### src/rtl/pmc_pkg.sv
package pmc_pkg;
    localparam int MC_W = 2;

    typedef enum logic [2:0] {
        PM_OFF   = 3'd0,
        PM_STBY  = 3'd1,
        PM_NORM  = 3'd2,
        PM_SLEEP = 3'd3,
        PM_OVT   = 3'd4
    } pm_state_e;

    typedef enum logic [1:0] {
        XCV_OFF    = 2'd0,
        XCV_LOWPWR = 2'd1,
        XCV_ACTIVE = 2'd2
    } xcv_mode_e;

    typedef enum logic [1:0] {
        WDC_OFF     = 2'd0,
        WDC_TIMEOUT = 2'd1,
        WDC_WINDOW  = 2'd2
    } wdc_e;

    typedef struct packed {
        logic      reg_en;
        xcv_mode_e xcv;
        wdc_e      wdc;
        logic      rst_n;
        logic      limp_n;
    } pm_out_t;

    localparam logic [MC_W-1:0] MC_STBY  = 2'b00;
    localparam logic [MC_W-1:0] MC_SLEEP = 2'b01;
endpackage

### src/rtl/pmc_sleep_guard.sv
module pmc_sleep_guard #(
    parameter int WAKE_N = 2
) (
    input  logic              intn_hi,
    input  logic [WAKE_N-1:0] wake_en,
    input  logic [WAKE_N-1:0] wake_pend,
    input  logic [WAKE_N-1:0] wake_evt,
    output logic              sleep_ok,
    output logic              wake_hit
);
    logic [WAKE_N-1:0] hit_vec;

    for (genvar i = 0; i < WAKE_N; i++) begin : g_src
        assign hit_vec[i] = wake_evt[i] & wake_en[i];
    end

    always_comb begin
        sleep_ok = intn_hi && (|wake_en) && !(|wake_pend);
        wake_hit = |hit_vec;
    end
endmodule

### src/rtl/pmc_next_state.sv
module pmc_next_state
    import pmc_pkg::*;
(
    input  pm_state_e       cur,
    input  logic [MC_W-1:0] mc_q,
    input  logic            bat_pon,
    input  logic            bat_poff,
    input  logic            ot_act,
    input  logic            ot_rel,
    input  logic            rst_evt,
    input  logic            mc_wr,
    input  logic [MC_W-1:0] mc_wdata,
    input  logic            sleep_ok,
    input  logic            wake_hit,
    output pm_state_e       nxt,
    output logic [MC_W-1:0] mc_nxt
);
    always_comb begin
        nxt    = cur;
        mc_nxt = mc_q;
        if (bat_poff) begin
            nxt    = PM_OFF;
            mc_nxt = MC_STBY;
        end else begin
            unique case (cur)
                PM_OFF: begin
                    mc_nxt = MC_STBY;
                    if (bat_pon) nxt = PM_STBY;
                end
                PM_OVT: begin
                    mc_nxt = MC_STBY;
                    if (ot_rel) nxt = PM_STBY;
                end
                PM_STBY, PM_NORM: begin
                    if (ot_act) begin
                        nxt    = PM_OVT;
                        mc_nxt = MC_STBY;
                    end else if (rst_evt) begin
                        nxt    = PM_STBY;
                        mc_nxt = MC_STBY;
                    end else if (mc_wr) begin
                        if (mc_wdata == MC_STBY) begin
                            nxt    = PM_STBY;
                            mc_nxt = MC_STBY;
                        end else if (mc_wdata == MC_SLEEP) begin
                            if (sleep_ok) begin
                                nxt    = PM_SLEEP;
                                mc_nxt = MC_SLEEP;
                            end
                        end else begin
                            nxt    = PM_NORM;
                            mc_nxt = mc_wdata;
                        end
                    end
                end
                PM_SLEEP: begin
                    if (wake_hit) begin
                        nxt    = PM_STBY;
                        mc_nxt = MC_STBY;
                    end
                end
                default: begin
                    nxt    = PM_OFF;
                    mc_nxt = MC_STBY;
                end
            endcase
        end
    end
endmodule

### src/rtl/pmc_out_decode.sv
module pmc_out_decode
    import pmc_pkg::*;
(
    input  pm_state_e cur,
    output pm_out_t   outs
);
    always_comb begin
        unique case (cur)
            PM_OFF:   outs = '{reg_en: 1'b0, xcv: XCV_OFF,    wdc: WDC_OFF,     rst_n: 1'b0, limp_n: 1'b1};
            PM_OVT:   outs = '{reg_en: 1'b0, xcv: XCV_OFF,    wdc: WDC_OFF,     rst_n: 1'b0, limp_n: 1'b0};
            PM_STBY:  outs = '{reg_en: 1'b1, xcv: XCV_LOWPWR, wdc: WDC_TIMEOUT, rst_n: 1'b1, limp_n: 1'b1};
            PM_NORM:  outs = '{reg_en: 1'b1, xcv: XCV_ACTIVE, wdc: WDC_WINDOW,  rst_n: 1'b1, limp_n: 1'b1};
            PM_SLEEP: outs = '{reg_en: 1'b0, xcv: XCV_LOWPWR, wdc: WDC_OFF,     rst_n: 1'b0, limp_n: 1'b1};
            default:  outs = '{reg_en: 1'b0, xcv: XCV_OFF,    wdc: WDC_OFF,     rst_n: 1'b0, limp_n: 1'b1};
        endcase
    end
endmodule

### src/rtl/pwr_mode_ctrl.sv
module pwr_mode_ctrl
    import pmc_pkg::*;
#(
    parameter int WAKE_N = 2
) (
    input  logic              clk,
    input  logic              rst_n,
    input  logic              bat_pon,
    input  logic              bat_poff,
    input  logic              ot_act,
    input  logic              ot_rel,
    input  logic              mc_wr,
    input  logic [1:0]        mc_wdata,
    input  logic              intn_hi,
    input  logic [WAKE_N-1:0] wake_en,
    input  logic [WAKE_N-1:0] wake_pend,
    input  logic [WAKE_N-1:0] wake_evt,
    input  logic              wd_rst_req,
    input  logic              v1_uv,
    output logic              reg_en,
    output logic [1:0]        xcvr_mode,
    output logic [1:0]        wd_class,
    output logic              rst_out_n,
    output logic              limp_n,
    output logic [2:0]        mode_stat,
    output logic [1:0]        mode_ctl
);
    pm_state_e       state_q, state_d;
    logic [MC_W-1:0] mc_q, mc_d;
    logic            sleep_ok, wake_hit;
    pm_out_t         outs;

    pmc_sleep_guard #(.WAKE_N(WAKE_N)) u_guard (
        .intn_hi   (intn_hi),
        .wake_en   (wake_en),
        .wake_pend (wake_pend),
        .wake_evt  (wake_evt),
        .sleep_ok  (sleep_ok),
        .wake_hit  (wake_hit)
    );

    pmc_next_state u_next (
        .cur      (state_q),
        .mc_q     (mc_q),
        .bat_pon  (bat_pon),
        .bat_poff (bat_poff),
        .ot_act   (ot_act),
        .ot_rel   (ot_rel),
        .rst_evt  (wd_rst_req | v1_uv),
        .mc_wr    (mc_wr),
        .mc_wdata (mc_wdata),
        .sleep_ok (sleep_ok),
        .wake_hit (wake_hit),
        .nxt      (state_d),
        .mc_nxt   (mc_d)
    );

    always_ff @(posedge clk or negedge rst_n) begin
        if (!rst_n) begin
            state_q <= PM_OFF;
            mc_q    <= MC_STBY;
        end else begin
            state_q <= state_d;
            mc_q    <= mc_d;
        end
    end

    pmc_out_decode u_dec (
        .cur  (state_q),
        .outs (outs)
    );

    always_comb begin
        reg_en    = outs.reg_en;
        xcvr_mode = outs.xcv;
        wd_class  = outs.wdc;
        rst_out_n = outs.rst_n;
        limp_n    = outs.limp_n;
        mode_stat = state_q;
        mode_ctl  = mc_q;
    end

    a_r2_poff_forces_off: assert property (@(posedge clk) disable iff (!rst_n)
        bat_poff |=> (mode_stat == 3'd0 && mode_ctl == 2'b00));

    a_r6_sleep_guarded: assert property (@(posedge clk) disable iff (!rst_n)
        (mode_stat == 3'd3 && $past(mode_stat) != 3'd3)
            |-> $past(intn_hi && (|wake_en) && !(|wake_pend)));

    a_r8_reset_event: assert property (@(posedge clk) disable iff (!rst_n)
        ((mode_stat == 3'd2) && !bat_poff && !ot_act && (wd_rst_req || v1_uv))
            |=> (mode_stat == 3'd1 && mode_ctl == 2'b00));

    a_r9_ovt_outputs: assert property (@(posedge clk) disable iff (!rst_n)
        (mode_stat == 3'd4) |-> (!reg_en && !limp_n && wd_class == 2'd0 && xcvr_mode == 2'd0));

    a_r9_sleep_outputs: assert property (@(posedge clk) disable iff (!rst_n)
        (mode_stat == 3'd3) |-> (!reg_en && !rst_out_n && wd_class == 2'd0));

    a_r4_ovt_holds: assert property (@(posedge clk) disable iff (!rst_n)
        (mode_stat == 3'd4 && !bat_poff && !ot_rel) |=> (mode_stat == 3'd4));
endmodule

### config.mk
export PLATFORM = sky130hd
export DESIGN_NAME = pwr_mode_ctrl
export DESIGN_NICKNAME = d
export VERILOG_FILES = /design/src/rtl/pmc_pkg.sv /design/src/rtl/pmc_sleep_guard.sv /design/src/rtl/pmc_next_state.sv /design/src/rtl/pmc_out_decode.sv /design/src/rtl/pwr_mode_ctrl.sv
export SDC_FILE = /design/constraint.sdc
export NUM_CORES = 1
export LEC_CHECK = 0
export BUFFER_PORTS_ARGS = -buffer_cell sky130_fd_sc_hd__buf_4
export CORE_AREA = 2 2 39 41
export DETAILED_ROUTE_END_ITERATION = 16
export DIE_AREA = 0 0 41 43
export HOLD_SLACK_MARGIN = 0.05
export PLACE_DENSITY = 0.67
export SYNTH_ARGS = -nofsm -noshare
export SYNTH_HDL_FRONTEND = slang
export SYNTH_SLANG_ARGS = --single-unit
### constraint.sdc
create_clock -name clk -period 1.65 [get_ports clk]
set_clock_uncertainty 0.2 [all_clocks]
set_input_delay 0.33 -clock clk [delete_from_list [all_inputs] [get_ports clk]]
set_output_delay 0.33 -clock clk [all_outputs]
set_load 0.005 [all_outputs]
**Word-level counts from Yosys, hierarchy flattened**

Cells that the tools add are included.

- Logic and storage cells: 47
- Input port bits: 18
- Bits in registers: 5

- Bitwise gates (word level): 3
- Eq/ne operators: 10
- Reduce and logical (&&, ||, !) cells: 11
- Mux-type cells: 21

Operators by type and width:

| kind | number |
|---|---|
| 2-to-1 mux 3 bit | 10 |
| one-hot mux 7 bit (4 select lines) | 1 |
| 2-to-1 mux 2 bit | 8 |
| one-hot mux 3 bit (4 select lines) | 1 |
| inequality test 3 bit (second input constant) | 3 |
| OR reduction 2 bit | 4 |
| inequality test 7 x 5 -> 1 bit (second input constant) | 1 |
| == test 3 x 2 -> 1 bit (second input constant) | 2 |
| inequality test 5 x 4 -> 1 bit (second input constant) | 1 |
| AND reduction 5 bit | 1 |
| one-hot mux 2 bit (2 select lines) | 1 |
| == test 3 x 1 -> 1 bit (second input constant) | 1 |
| == test 3 bit (second input constant) | 1 |
| zero test 3 bit | 1 |
| AND reduction 3 bit | 1 |
| bitwise AND 1 bit | 2 |
| == test 2 x 1 -> 1 bit (second input constant) | 1 |
| logical AND 1 bit | 2 |
| zero test 2 bit | 1 |
| zero test 1 bit | 1 |
| OR 1 bit | 1 |

**Longest topological paths before layout**

- Word-level depth: 11
- Gate-level depth with buffers: 5
- Mapped depth without buffers: 5

**By module**

From an unflattened synthesis, not the netlist that was laid out.

- Cells, all modules: 59
- Area, all modules: 475.5 µm²

By module, submodules not included:

| module | cells an instance | area each (µm²) | sequential area each (µm²) | instances |
|---|---|---|---|---|
| pmc_next_state | 41 | 251.5 | 0.0 | 1 |
| pwr_mode_ctrl | 6 | 131.4 | 125.1 | 1 |
| pmc_out_decode | 9 | 65.1 | 0.0 | 1 |
| pmc_sleep_guard | 3 | 27.5 | 0.0 | 1 |

**Worst setup path after synthesis**

Ideal clock, no wire load.

- Path kind: input -> register
- Start point: input port bat_poff
- End point: register state_q[1], in the netlist mode_stat[1]
- Cell stages on the path: 5
- Data arrival time: 1.485 ns
- Data required time: 1.371 ns
- Path buffers: 0
- Slack: -0.114 ns
- Setup time: 0.079 ns
- Path through: or4_4 > nor4_4 > a21oi_2 > o41ai_2 > mux2i_1

- Word-level cells in the longest chain between the ends: 2
- Elaborated cells between the ends (all ways): 7
- Those cells by class: 5 x eq/ne; 1 x mux; 1 x reduce/logical

RTL lines:

| element | RTL line | source |
|---|---|---|
| start: declaration | pwr_mode_ctrl.sv:9 | `input logic bat_poff,` |
| inequality test 7 x 5 -> 1 bit (no source line) (tied with other cells) | -- |  |
| AND reduction 5 bit (no source line) | -- |  |
| end signal: assignment | pwr_mode_ctrl.sv:63 | `state_q <= state_d;` |
| end: declaration | pwr_mode_ctrl.sv:28 | `pm_state_e state_q, state_d;` |

Parallel ways exist; a longest one is shown, timed or not.
A chain may end at the register's enable or synchronous reset.

**Worst setup path after layout**

- Start point: register state_q[2], in the netlist mode_stat[2]
- End point: output port rst_out_n

- Word-level cells in the longest chain between the ends: 2
- Elaborated cells between the ends (all ways): 5
- Those cells by class: 4 x eq/ne; 1 x mux

RTL lines:

| element | RTL line | source |
|---|---|---|
| == test 3 x 2 -> 1 bit (tied with other cells) | pmc_out_decode.sv:8 | `unique case (cur)` |
| one-hot mux 7 bit (4 select lines) (*) | pmc_out_decode.sv:8 |  |
| end: declaration | pwr_mode_ctrl.sv:23 | `output logic rst_out_n,` |

Every way passes the cells marked *; elsewhere a longest branch is shown, timed or not.

==> flow_summary_export.csv <==
group,metric,value,unit
clocking,cts_inserted_buffers,3,
route,wire_per_inst,13.9,um
grt,grt-ovfl-total,0,
route,drt.antenna.violating_nets,0,
power,intPower,0.368,mW
floorplanning,die_height,43,um
final_layout,fraction_of_layout_instances_using_a_drive_strength_above_1,0.728,
floorplanning,die-area,1760,um2
timing,final_period_minus_worst_setup_slack,1.70,ns
grt,groute.usage.overall,0.183,
clocking,clk_path_buf_depth,2,
timing,max_slew_margin,0.706,
floorplanning,ioPinCount,30,
grt,antenna_found_initial,0,
hold_path,worstHoldPathType,"in -> reg",
place,detailedPlacementHpwl,1110,um
power,seq_power_share,0.280,
critical_path,criticalPathCategory,"reg -> out",
critical_path,required_time_of_the_worst_setup_path,1.12,ns
grt,grt_max_degree,7,
timing,fmax,589,MHz
grt,global_route_wire_length_before_repair,2150,um
critical_path,worst_setup_path_start_kind,"register",
critical_path,critical_path_peak_fanout,5,
route,drt_pre_antenna_iters,4,
synthesis,synth_simple_gate_area_share,0.322,
timing,rsz_0062_raised_after_global_routing,"true",
clocking,cts_root_buf,"sky130_fd_sc_hd__clkbuf_4",
power,clock_power_share,0.269,
outcome,outcome,"finished, violations left",
grt,grt_pass1_vias,509,
route,drt-total-wl,1500,um
clocking,worst_skew_pair.late_latency,0.24,ns
clocking,clk_pin_slew_worst_paths,0.04,ns
synthesis,synth_top_cell_by_area,"sky130_fd_sc_hd__dfrtp_1",
timing,finalHoldWorstSlack,0.199,ns
route,route.detailed.vias_per_inst,4.78,
route,drc_errors,0,
floorplanning,initial_util,0.281,
synthesis,synth_xor_area_frac,0,
timing,setup_viol,11,
route,count_of_vias_placed_by_the_detailed_router,516,
synthesis,synthesis.nets,59,
synthesis,ys_seq_elements,5,
final_layout,multi_input_comb_area,298,um2
final_layout,diodes,0,
synthesis,synth.area.mux_share,0.0547,
critical_path,worst_path_arrival_time,1.17,ns
flow_run,count_of_max_cap_constraint_violations,0,
power,vdd_ir_drop_max,0.362,mV
place,gp_routability_congestion,0.692,
floorplanning,fp.dieW,41,um
timing,layout_worst_path_cycle_share,1.03,
synthesis,netlist.area_leader.share,0.322,
outcome,violations,"setup timing",
power,power.combinational.fraction,0.451,
synthesis,yosysWarningCount,0,
route,dr.first_iter.drc_count,4,
synthesis,netlist_area,389,um2
floorplanning,floorplan.rows,14,
place,port-buffer-count,29,
critical_path,setup.worst_path.end_class,"primary output",
synthesis,synth_top_family_by_area,"simple AND/OR/NAND/NOR gates",
final_layout,nNetsFinal,111,
final_layout,area.sequential,129,um2
timing,final_critical_path_setup_slack,-0.0483,ns
final_layout,final_core_util,0.650,
final_layout,layout-area-overhead-vs-synth,131,%
synthesis,synth_seq_area_share,0.322,
final_layout,fillerInstances,114,
clocking,htree_num_levels,1,
synthesis,synth_area_leaders,"sky130_fd_sc_hd__dfrtp_1 32%, sky130_fd_sc_hd__nor4_4 5.5%, sky130_fd_sc_hd__nor2b_1 4.8%, sky130_fd_sc_hd__a31o_1 4.5%, sky130_fd_sc_hd__o41ai_2 4.2%",
floorplanning,placeableCoreArea,1380,um2
power,switching_share,0.267,
power,total_switching_power,0.134,mW
clocking,cts_tree,"yes",
synthesis,post_synth_fa_ha_maj_area_fraction,0,
synthesis,synth.distinct_cells,24,
timing,finalSetupTns,-0.285,ns
timing,worstMarginPinSlew,0.435,ns
timing,final_max_slew_viol_count,0,
timing,finalHoldViolations,0,
power,cellPowerDensity,557,nW/um2
synthesis,fraction_of_the_mapped_netlist_area_in_compound_gates,0.244,
power,p_leak,0.427,nW
clocking,clock_sink_count,5,
synthesis,netlist_instances,41,
synthesis,avgSynthCellArea,9.49,um2
synth_stat cells:
library cell,instances
sky130_fd_sc_hd__nor3_1,2
sky130_fd_sc_hd__nor2b_1,3
sky130_fd_sc_hd__a31o_1,2
sky130_fd_sc_hd__a21oi_1,2
sky130_fd_sc_hd__o41ai_2,1
sky130_fd_sc_hd__o21ai_0,2
sky130_fd_sc_hd__mux2_2,1
sky130_fd_sc_hd__a22o_1,1
sky130_fd_sc_hd__or4b_1,1
sky130_fd_sc_hd__nor4b_1,1
sky130_fd_sc_hd__mux2i_1,1
sky130_fd_sc_hd__buf_4,2
sky130_fd_sc_hd__a21oi_2,1
sky130_fd_sc_hd__nor3b_1,1
sky130_fd_sc_hd__dfrtp_1,5
sky130_fd_sc_hd__nor2_1,4
sky130_fd_sc_hd__o311ai_1,1
sky130_fd_sc_hd__inv_1,2
sky130_fd_sc_hd__and2_1,2
sky130_fd_sc_hd__o31ai_1,2
sky130_fd_sc_hd__nand2b_1,1
sky130_fd_sc_hd__nor4_4,1
sky130_fd_sc_hd__or4_4,1
sky130_fd_sc_hd__nand2_1,1
metrics by stage:
step / std cells / power, mW / worst slack [ns] / instance area (um2)
floorplan: 41 / 0.187 / -0.113 / 389
global placement: 97 / 0.288 / -0.223 / 709
detailed placement: 97 / 0.292 / -0.281 / 709
CTS: 105 / 0.495 / -0.0542 / 853
global route: 108 / 0.538 / -0.116 / 900
finish: 108 / 0.502 / -0.0483 / 900
per-layer routing:
layer  vias to the layer above  track usage  part of all wire  routed length, um
met5                         -            0                 0                  0
met2                        18        0.325              0.57                852
met3                         0       0.0314             0.051                 77
met1                       240        0.194              0.38                571
li1                        258            -                 -                  -
met4                         0       0.0800                 0                  0
worst max-delay path, stage by stage, from the launching register on:
cell	delay (ns)
sky130_fd_sc_hd__dfrtp_2	0.45
sky130_fd_sc_hd__buf_6	0.14
sky130_fd_sc_hd__nor3_4	0.20
sky130_fd_sc_hd__buf_4	0.14
worst paths after layout:
kind                         startpoint           end  slack (ns)  cells past startpoint
max                        mode_stat[2]     rst_out_n       -0.05                      3
min                            bat_poff  mode_stat[2]        0.20                      3
max reg2reg                mode_stat[2]  mode_stat[1]       -0.04                      5
min reg2reg                 mode_ctl[1]   mode_ctl[1]        0.41                      2
max in group asynchronous         rst_n  mode_stat[2]        0.91                      2
min in group asynchronous         rst_n   mode_ctl[1]        0.22                      2
power by group through the flow:
stage          registers [mW]  logic [mW]  clock network [mW]
4_1_cts                 0.139       0.210               0.146
3_5_place_dp            0.137       0.155                   0
3_3_place_gp            0.137       0.151                   0
6_report                0.140       0.226               0.135
2_1_floorplan           0.140      0.0470                   0
5_1_grt                 0.140       0.243               0.155
repair_timing:
action                                 CTS  global route
endpoints found under the hold margin    5             0
hold buffers                             1             0
setup buffers                            3             3
gates resized for setup                 22             5
setup endpoints to repair                8            11
pin swaps                                5             5
sequential cells by signal (all words and copies together), names as in the netlist:
name	count
mode_ctl	2
mode_stat	3
cell families after synthesis:
family / count (synthesis)
buffers and inverters: 4
AND/OR/NAND/NOR: 18
flip-flops: 5
AO/OA/AOI/OAI: 12
multiplexers: 2
cell usage in the layout, fill, tap and decap left out, types with 2 or more instances in the layout:
| cell type | instances |
|---|---|
| sky130_fd_sc_hd__nor2_1 | 3 |
| sky130_fd_sc_hd__nor3_4 | 2 |
| sky130_fd_sc_hd__a21oi_1 | 2 |
| sky130_fd_sc_hd__buf_6 | 9 |
| sky130_fd_sc_hd__dfrtp_2 | 3 |
| sky130_fd_sc_hd__clkbuf_4 | 3 |
| sky130_fd_sc_hd__o31ai_1 | 2 |
| sky130_fd_sc_hd__and2_4 | 2 |
| sky130_fd_sc_hd__nor2b_1 | 2 |
| sky130_fd_sc_hd__a31o_1 | 2 |
| sky130_fd_sc_hd__dfrtp_1 | 2 |
| sky130_fd_sc_hd__o21ai_0 | 2 |
| sky130_fd_sc_hd__buf_4 | 38 |
final cells by class:
class | count | area share
inverter | 2 | 0.0111
tap | 16 | 0.0223
sequential | 5 | 0.143
clock buffer | 4 | 0.0292
timing repair buffer | 49 | 0.463
multi-input combinational | 32 | 0.331
Note: power is estimated with default switching activity, not from simulation.
